### src/rtl/pfd_pkg.sv
package pfd_pkg;

  typedef enum logic [1:0] {
    DRV_FLOAT  = 2'b00,
    DRV_SOURCE = 2'b01,
    DRV_SINK   = 2'b10
  } drv_e;

  // Direction chosen from which flag is alone and the polarity bit.
  function automatic drv_e pick_drive(input logic ref_only,
                                      input logic fb_only,
                                      input logic pol);
    if (ref_only)     return pol ? DRV_SINK : DRV_SOURCE;
    else if (fb_only) return pol ? DRV_SOURCE : DRV_SINK;
    else              return DRV_FLOAT;
  endfunction

  // Width of a counter that must reach limit.
  function automatic int cnt_bits(input int limit);
    return (limit < 2) ? 1 : $clog2(limit + 1);
  endfunction

endpackage

### src/rtl/pfd_edge.sv
module pfd_edge #(
  parameter int SYNC_STAGES = 2
) (
  input  logic clk,
  input  logic rst_n,
  input  logic din,
  output logic rise
);
  logic cur;
  logic prev;

  generate
    if (SYNC_STAGES == 0) begin : g_direct
      assign cur = din;
    end else begin : g_sync
      logic [SYNC_STAGES-1:0] sh;
      always_ff @(posedge clk) begin
        if (!rst_n) begin
          sh <= '0;
        end else begin
          sh[0] <= din;
          for (int i = 1; i < SYNC_STAGES; i++) sh[i] <= sh[i-1];
        end
      end
      assign cur = sh[SYNC_STAGES-1];
    end
  endgenerate

  always_ff @(posedge clk) begin
    if (!rst_n) prev <= 1'b0;
    else        prev <= cur;
  end

  assign rise = cur & ~prev;
endmodule

### src/rtl/pfd_flags.sv
module pfd_flags #(
  parameter int MIN_OVERLAP = 1
) (
  input  logic clk,
  input  logic rst_n,
  input  logic ref_edge,
  input  logic fb_edge,
  output logic ref_q,
  output logic fb_q,
  output logic clr_evt
);
  import pfd_pkg::*;
  localparam int CW = cnt_bits(MIN_OVERLAP);

  logic [CW-1:0] ovl_cnt;
  logic          both;

  assign both    = ref_q & fb_q;
  assign clr_evt = both & (ovl_cnt == CW'(MIN_OVERLAP - 1));

  // A fresh edge wins over the clear so that it is never dropped.
  always_ff @(posedge clk) begin
    if (!rst_n) begin
      ref_q   <= 1'b0;
      fb_q    <= 1'b0;
      ovl_cnt <= '0;
    end else begin
      ref_q   <= ref_edge | (ref_q & ~clr_evt);
      fb_q    <= fb_edge  | (fb_q  & ~clr_evt);
      ovl_cnt <= (both && !clr_evt) ? ovl_cnt + CW'(1) : '0;
    end
  end
endmodule

### src/rtl/pfd_drive.sv
module pfd_drive (
  input  logic ref_q,
  input  logic fb_q,
  input  logic pol,
  output logic src_en,
  output logic snk_en,
  output logic pin_oe,
  output logic pin_val
);
  import pfd_pkg::*;
  drv_e drv;

  always_comb begin
    drv     = pick_drive(ref_q & ~fb_q, fb_q & ~ref_q, pol);
    src_en  = (drv == DRV_SOURCE);
    snk_en  = (drv == DRV_SINK);
    pin_oe  = (drv != DRV_FLOAT);
    pin_val = (drv == DRV_SOURCE);
  end
endmodule

### src/rtl/pfd_core.sv
module pfd_core #(
  parameter int SYNC_STAGES = 2,
  parameter int MIN_OVERLAP = 1
) (
  input  logic clk,
  input  logic rst_n,
  input  logic fr_in,
  input  logic fv_in,
  input  logic pol,
  output logic src_en,
  output logic snk_en,
  output logic pin_oe,
  output logic pin_val
);
  // Named internal events, visible to the bound checker.
  logic ref_edge;
  logic fb_edge;
  logic ref_q;
  logic fb_q;
  logic clr_evt;

  pfd_edge #(.SYNC_STAGES(SYNC_STAGES)) u_ref_edge (
    .clk(clk), .rst_n(rst_n), .din(fr_in), .rise(ref_edge)
  );

  pfd_edge #(.SYNC_STAGES(SYNC_STAGES)) u_fb_edge (
    .clk(clk), .rst_n(rst_n), .din(fv_in), .rise(fb_edge)
  );

  pfd_flags #(.MIN_OVERLAP(MIN_OVERLAP)) u_flags (
    .clk(clk), .rst_n(rst_n),
    .ref_edge(ref_edge), .fb_edge(fb_edge),
    .ref_q(ref_q), .fb_q(fb_q), .clr_evt(clr_evt)
  );

  pfd_drive u_drive (
    .ref_q(ref_q), .fb_q(fb_q), .pol(pol),
    .src_en(src_en), .snk_en(snk_en),
    .pin_oe(pin_oe), .pin_val(pin_val)
  );
endmodule

### config.mk
export PLATFORM = sky130hd
export DESIGN_NAME = pfd_core
export DESIGN_NICKNAME = d
export VERILOG_FILES = /design/src/rtl/pfd_pkg.sv /design/src/rtl/pfd_edge.sv /design/src/rtl/pfd_flags.sv /design/src/rtl/pfd_drive.sv /design/src/rtl/pfd_core.sv
export SDC_FILE = /design/constraint.sdc
export NUM_CORES = 1
export LEC_CHECK = 0
export BUFFER_PORTS_ARGS = -buffer_cell sky130_fd_sc_hd__buf_2
export CORE_AREA = 2 2 39 41
export DETAILED_ROUTE_END_ITERATION = 12
export DIE_AREA = 0 0 41 43
export GPL_TIMING_DRIVEN = 1
export SYNTH_ARGS = -nofsm -noshare
export SYNTH_HDL_FRONTEND = slang
export SYNTH_HIERARCHICAL = 1
export SYNTH_SLANG_ARGS = --single-unit
### constraint.sdc
create_clock -name clk -period 1.05 [get_ports clk]
set_clock_uncertainty 0.05 [all_clocks]
set_input_delay 0.1575 -clock clk [delete_from_list [all_inputs] [get_ports clk]]
set_output_delay 0.1575 -clock clk [all_outputs]
set_load 0.01 [all_outputs]
After elaboration in Yosys (flattened, before gate mapping)
Index checks and enable logic that the tools add are counted.
Widths: inputs -> output; s select.
{"block": "classes", "addsub": 1, "reduce_logical": 4, "mux": 4, "bitwise_logic": 16, "n_eq_ne": 2}
{"op": "$and 1x1->1", "count": 8}
{"op": "$mux 2", "count": 4}
{"op": "$not 1->1", "count": 6}
{"op": "$eq 2x1->1 const B", "count": 1}
{"op": "$eq 2x2->1 const B", "count": 1}
{"op": "$or 1x1->1", "count": 2}
{"op": "$reduce_and 2->1", "count": 1}
{"op": "$reduce_bool 2->1", "count": 1}
{"op": "$add 1x1->1 const B", "count": 1}
{"op": "$logic_and 1x1->1", "count": 1}
{"op": "$logic_not 1->1", "count": 1}
{"block": "word_totals", "in_bits": 5, "register_bits": 9, "wordCells": 34, "output_inout_bits": 4}

Depth between registers and ports, before layout
{"block": "depth", "word_depth": 5, "mapped_depth": 3, "mapped_depth_nobuf": 3}

Cells and area by module
Netlist, hierarchy kept.
{"mod": "pfd_edge", "cells_per_inst": 7, "n_inst": 2, "area_per_inst_um2": 92.6, "seq_area_each_um2": 60.1}
{"mod": "pfd_flags", "cells_per_inst": 12, "n_inst": 1, "area_per_inst_um2": 110.1, "seq_area_each_um2": 60.1}
{"mod": "pfd_drive", "cells_per_inst": 6, "n_inst": 1, "area_per_inst_um2": 43.8, "seq_area_each_um2": 0.0}

Worst setup path after synthesis
Ideal clock, no wire load.
{"block": "synth_path", "path_type": "register to output", "from": "register u_flags.ref_q", "to": "output port src_en", "path_slack_ns": -0.086, "t_required_ns": 0.842, "path_buffers": 1, "stages_incl_launch_ff": 4, "arrival_ns": 0.929, "path_cell_list": "dfxtp_1 -> nand2b_1 -> mux2i_1 -> buf_4"}
{"block": "synth_between", "elab_chain_len": 5, "word_cells_on_any_way": 6, "cone_classes": "eq/ne: 1; mux: 2; bitwise: 3"}
{"item": "start: declaration", "line_no": "pfd_flags.sv:8", "rtl": "output logic ref_q,"}
{"item": "start signal: assignment", "line_no": "pfd_flags.sv:28", "rtl": "ref_q <= ref_edge | (ref_q & ~clr_evt);"}
{"item": "$not 1->1", "line_no": "pfd_drive.sv:14", "rtl": "drv = pick_drive(ref_q & ~fb_q, fb_q & ~ref_q, pol);"}
{"item": "$and 1x1->1", "line_no": "pfd_drive.sv:14"}
{"item": "$mux 2", "line_no": "pfd_pkg.sv:14", "rtl": "else if (fb_only) return pol ? DRV_SOURCE : DRV_SINK;"}
{"item": "$mux 2 (*)", "line_no": "pfd_pkg.sv:13", "rtl": "if (ref_only) return pol ? DRV_SINK : DRV_SOURCE;"}
{"item": "$eq 2x1->1 (*)"}
{"item": "end: declaration", "line_no": "pfd_core.sv:10", "rtl": "output logic src_en,"}
Every way passes the cells marked *; elsewhere a longest branch is shown, timed or not.

Worst setup path in the final report
{"block": "layout_path", "from": "register u_flags.fb_q", "to": "output port pin_val"}
{"block": "layout_between", "elab_chain_len": 4, "word_cells_on_any_way": 6, "cone_classes": "eq/ne: 1; mux: 2; bitwise: 3"}
{"item": "start: declaration", "line_no": "pfd_flags.sv:9", "rtl": "output logic fb_q,"}
{"item": "start signal: assignment", "line_no": "pfd_flags.sv:29", "rtl": "fb_q <= fb_edge | (fb_q & ~clr_evt);"}
{"item": "$and 1x1->1 or $not 1->1 (tied branches)", "line_no": "pfd_drive.sv:14"}
{"item": "$mux 2 or $and 1x1->1 (tied branches)", "line_no": "pfd_pkg.sv:14, pfd_drive.sv:14"}
{"item": "$mux 2 (*)", "line_no": "pfd_pkg.sv:13"}
{"item": "$eq 2x1->1 (*)", "line_no": "pfd_drive.sv:18", "rtl": "pin_val = (drv == DRV_SOURCE);"}
{"item": "end: declaration", "line_no": "pfd_core.sv:13", "rtl": "output logic pin_val"}
Marks and branches as above.

==> results.yml <==
global_route:
  grt-ovfl-total: 0
  antenna_found_initial: 0
  grt_pass1_wl_um: 738
  grt_max_degree: 10
  grt_pass1_vias: 212
  grt.total_usage: 0.06768
cells_and_area:
  fin_nets: 48
  area_growth_pct: 32.71
  post-route-util: 0.3192
  fillers: 147
  drive_above_1_share: 0.4524
  final_cells: 58
  antennaDiodeCount: 0
worst_setup_path:
  reg2reg_from: "u_fb_edge/g_sync.sh[1]"
  start_kind: "register"
  arrival_ns: 1.03
  crit_start: "u_flags/fb_q"
  crit_path_top_delay_cell: "dfxtp_2"
  crit_required_ns: 0.84
  worst-path-max-fanout: 4
  cpPeakStageDelay_ns: 0.34
  critical_path.cell_chain: "nand2b_4 > mux2i_4 > buf_2"
  ff2ff_path_depth: 3
  crit_type: "register to primary output"
  r2r_end: "u_flags/fb_q"
  reg2reg_slack_ns: 0.25
  cp-end-kind: "primary output"
placement:
  pre_cts_ws_ns: 0.04567
  port_buffers: 8
  place.gp.congestion: 0.5954
  placed_cells: 54
  post-dp-hpwl_um: 340.5
status:
  violations: "negative setup slack"
  status: "finished, violations left"
cts:
  clk_pin_slew_worst_paths_ns: 0.06
  clkSinkCount: 9
  postCtsSetupBuffers: 0
  clock_latency_ns: 0.25
  ctsHtreeMaxLevel: 1
  holdBufCountCts: 0
  cts-buffers-inserted: 3
  cts_tree: "done"
  cts.path.max_buffers: 2
  root_buffer: "clkbuf_4"
timing:
  hold_viol: 0
  tns_ns: -0.6635
  rsz0062_at_grt: "true"
  slew_violations: 0
  finalSetupViolCount: 4
  fmax_mhz: 806.0
  post-route-period-util: 1.182
  worst_slack_ns: -0.1906
  min_period_ns: 1.241
  fin_hold_ws_ns: 0.05848
logic_synthesis:
  synth_fp_nets: 36
  syn_inst: 31
  ys.warnings.count: 6
  postSynthAreaPerCell_um2: 10.74
  syn_area_um2: 332.8
floorplanning:
  coreArea_um2: 1384
  die_w_um: 41
  die_height_um: 43
  dieArea_um2: 1763
  rows: 14
  initial_core_util: 0.2405
  pin_count: 9
drt:
  wl_um: 458
  avgViaCountPerCell: 3.931
  ant_nets: 0
  first_pass_iters: 1
  vias: 228
  drtIter0Drc: 0
  wire_per_inst_um: 7.897
  drcViolationCount: 0
min_path:
  hold_class: "input port to register"
  hp-start: "fr_in"
  holdPathStages: 2
  holdPathEnd: "u_ref_edge/g_sync.sh[0]"
power_and_ir_drop:
  ir_worst_vdd_uv: 610.7
  leakage_nw: 0.1935
  power.density_nw_per_um2: 1570
run:
  maxCapViolCount: 0
## power by group
part           leakage (nW)  total (mW)  internal [mW]  switching, mW
combinational         0.104      0.0686         0.0397         0.0289
sequential           0.0750       0.370          0.358         0.0117
clock                0.0150       0.255          0.146          0.109
## stage by stage
| step | power (mW) | area [µm²] |
|---|---|---|
| 2_1_floorplan | 0.4223 | 360.3 |
| 3_3_place_gp | 0.4446 | 412.9 |
| 3_5_place_dp | 0.4461 | 412.9 |
| 4_1_cts | 0.7174 | 441.7 |
| 5_1_grt | 0.7331 | 441.7 |
| 6_report | 0.6934 | 441.7 |
## how the worst max path moves through the flow
stage / depth (start not counted) / slack [ns] / end
2_1_floorplan: 3 / 0.03 / src_en
6_report: 3 / -0.19 / pin_val
3_5_place_dp: 3 / 0.05 / pin_val
3_3_place_gp: 3 / 0.06 / snk_en
4_1_cts: 3 / -0.21 / pin_val
5_1_grt: 3 / -0.25 / pin_val
## cell type report
type	instances	area, µm²	area share
sequential	9	182.7	0.4136
multi-input combinational	21	172.7	0.3909
timing repair buffer	8	40.04	0.09065
clock buffer	4	26.28	0.05949
tap	16	20.02	0.04533
## worst max-delay path: cells and delay by family, from the launching register on
family | cells | cell delay, ns
buffers and inverters | 1 | 0.15
flip-flops | 1 | 0.34
multiplexers | 1 | 0.13
AND/OR/NAND/NOR | 1 | 0.16
## layer usage
metal,track usage,share of wire,up-vias
li1,-,-,118
met2,0.08438,0.47,9
met1,0.07213,0.43,101
met5,0,0,-
met3,0.01571,0.092,0
met4,0.1000,0,0
## sequential cells by signal (all words and copies together) (netlist names)
name and cells:
u_fb_edge/prev 1, u_fb_edge/g_sync.sh 2, u_ref_edge/prev 1, u_flags/fb_q 1, u_flags/ovl_cnt 1, u_flags/ref_q 1
u_ref_edge/g_sync.sh 2
## placed cells by master, fill, tap and decap left out, drive strengths merged
cell    instances
dfxtp           9
nand2           3
a21oi           1
and2            6
buf             8
o21ai           2
conb            1
nor2            1
nor2b           3
mux2i           2
clkbuf          4
nand2b          2
## repair_timing
action                                  in CTS  in global routing
endpoints found under the setup margin       4                  4
gates cloned                                 0                  0
resized for setup                            2                  0
(Power assumes the default switching activity.)
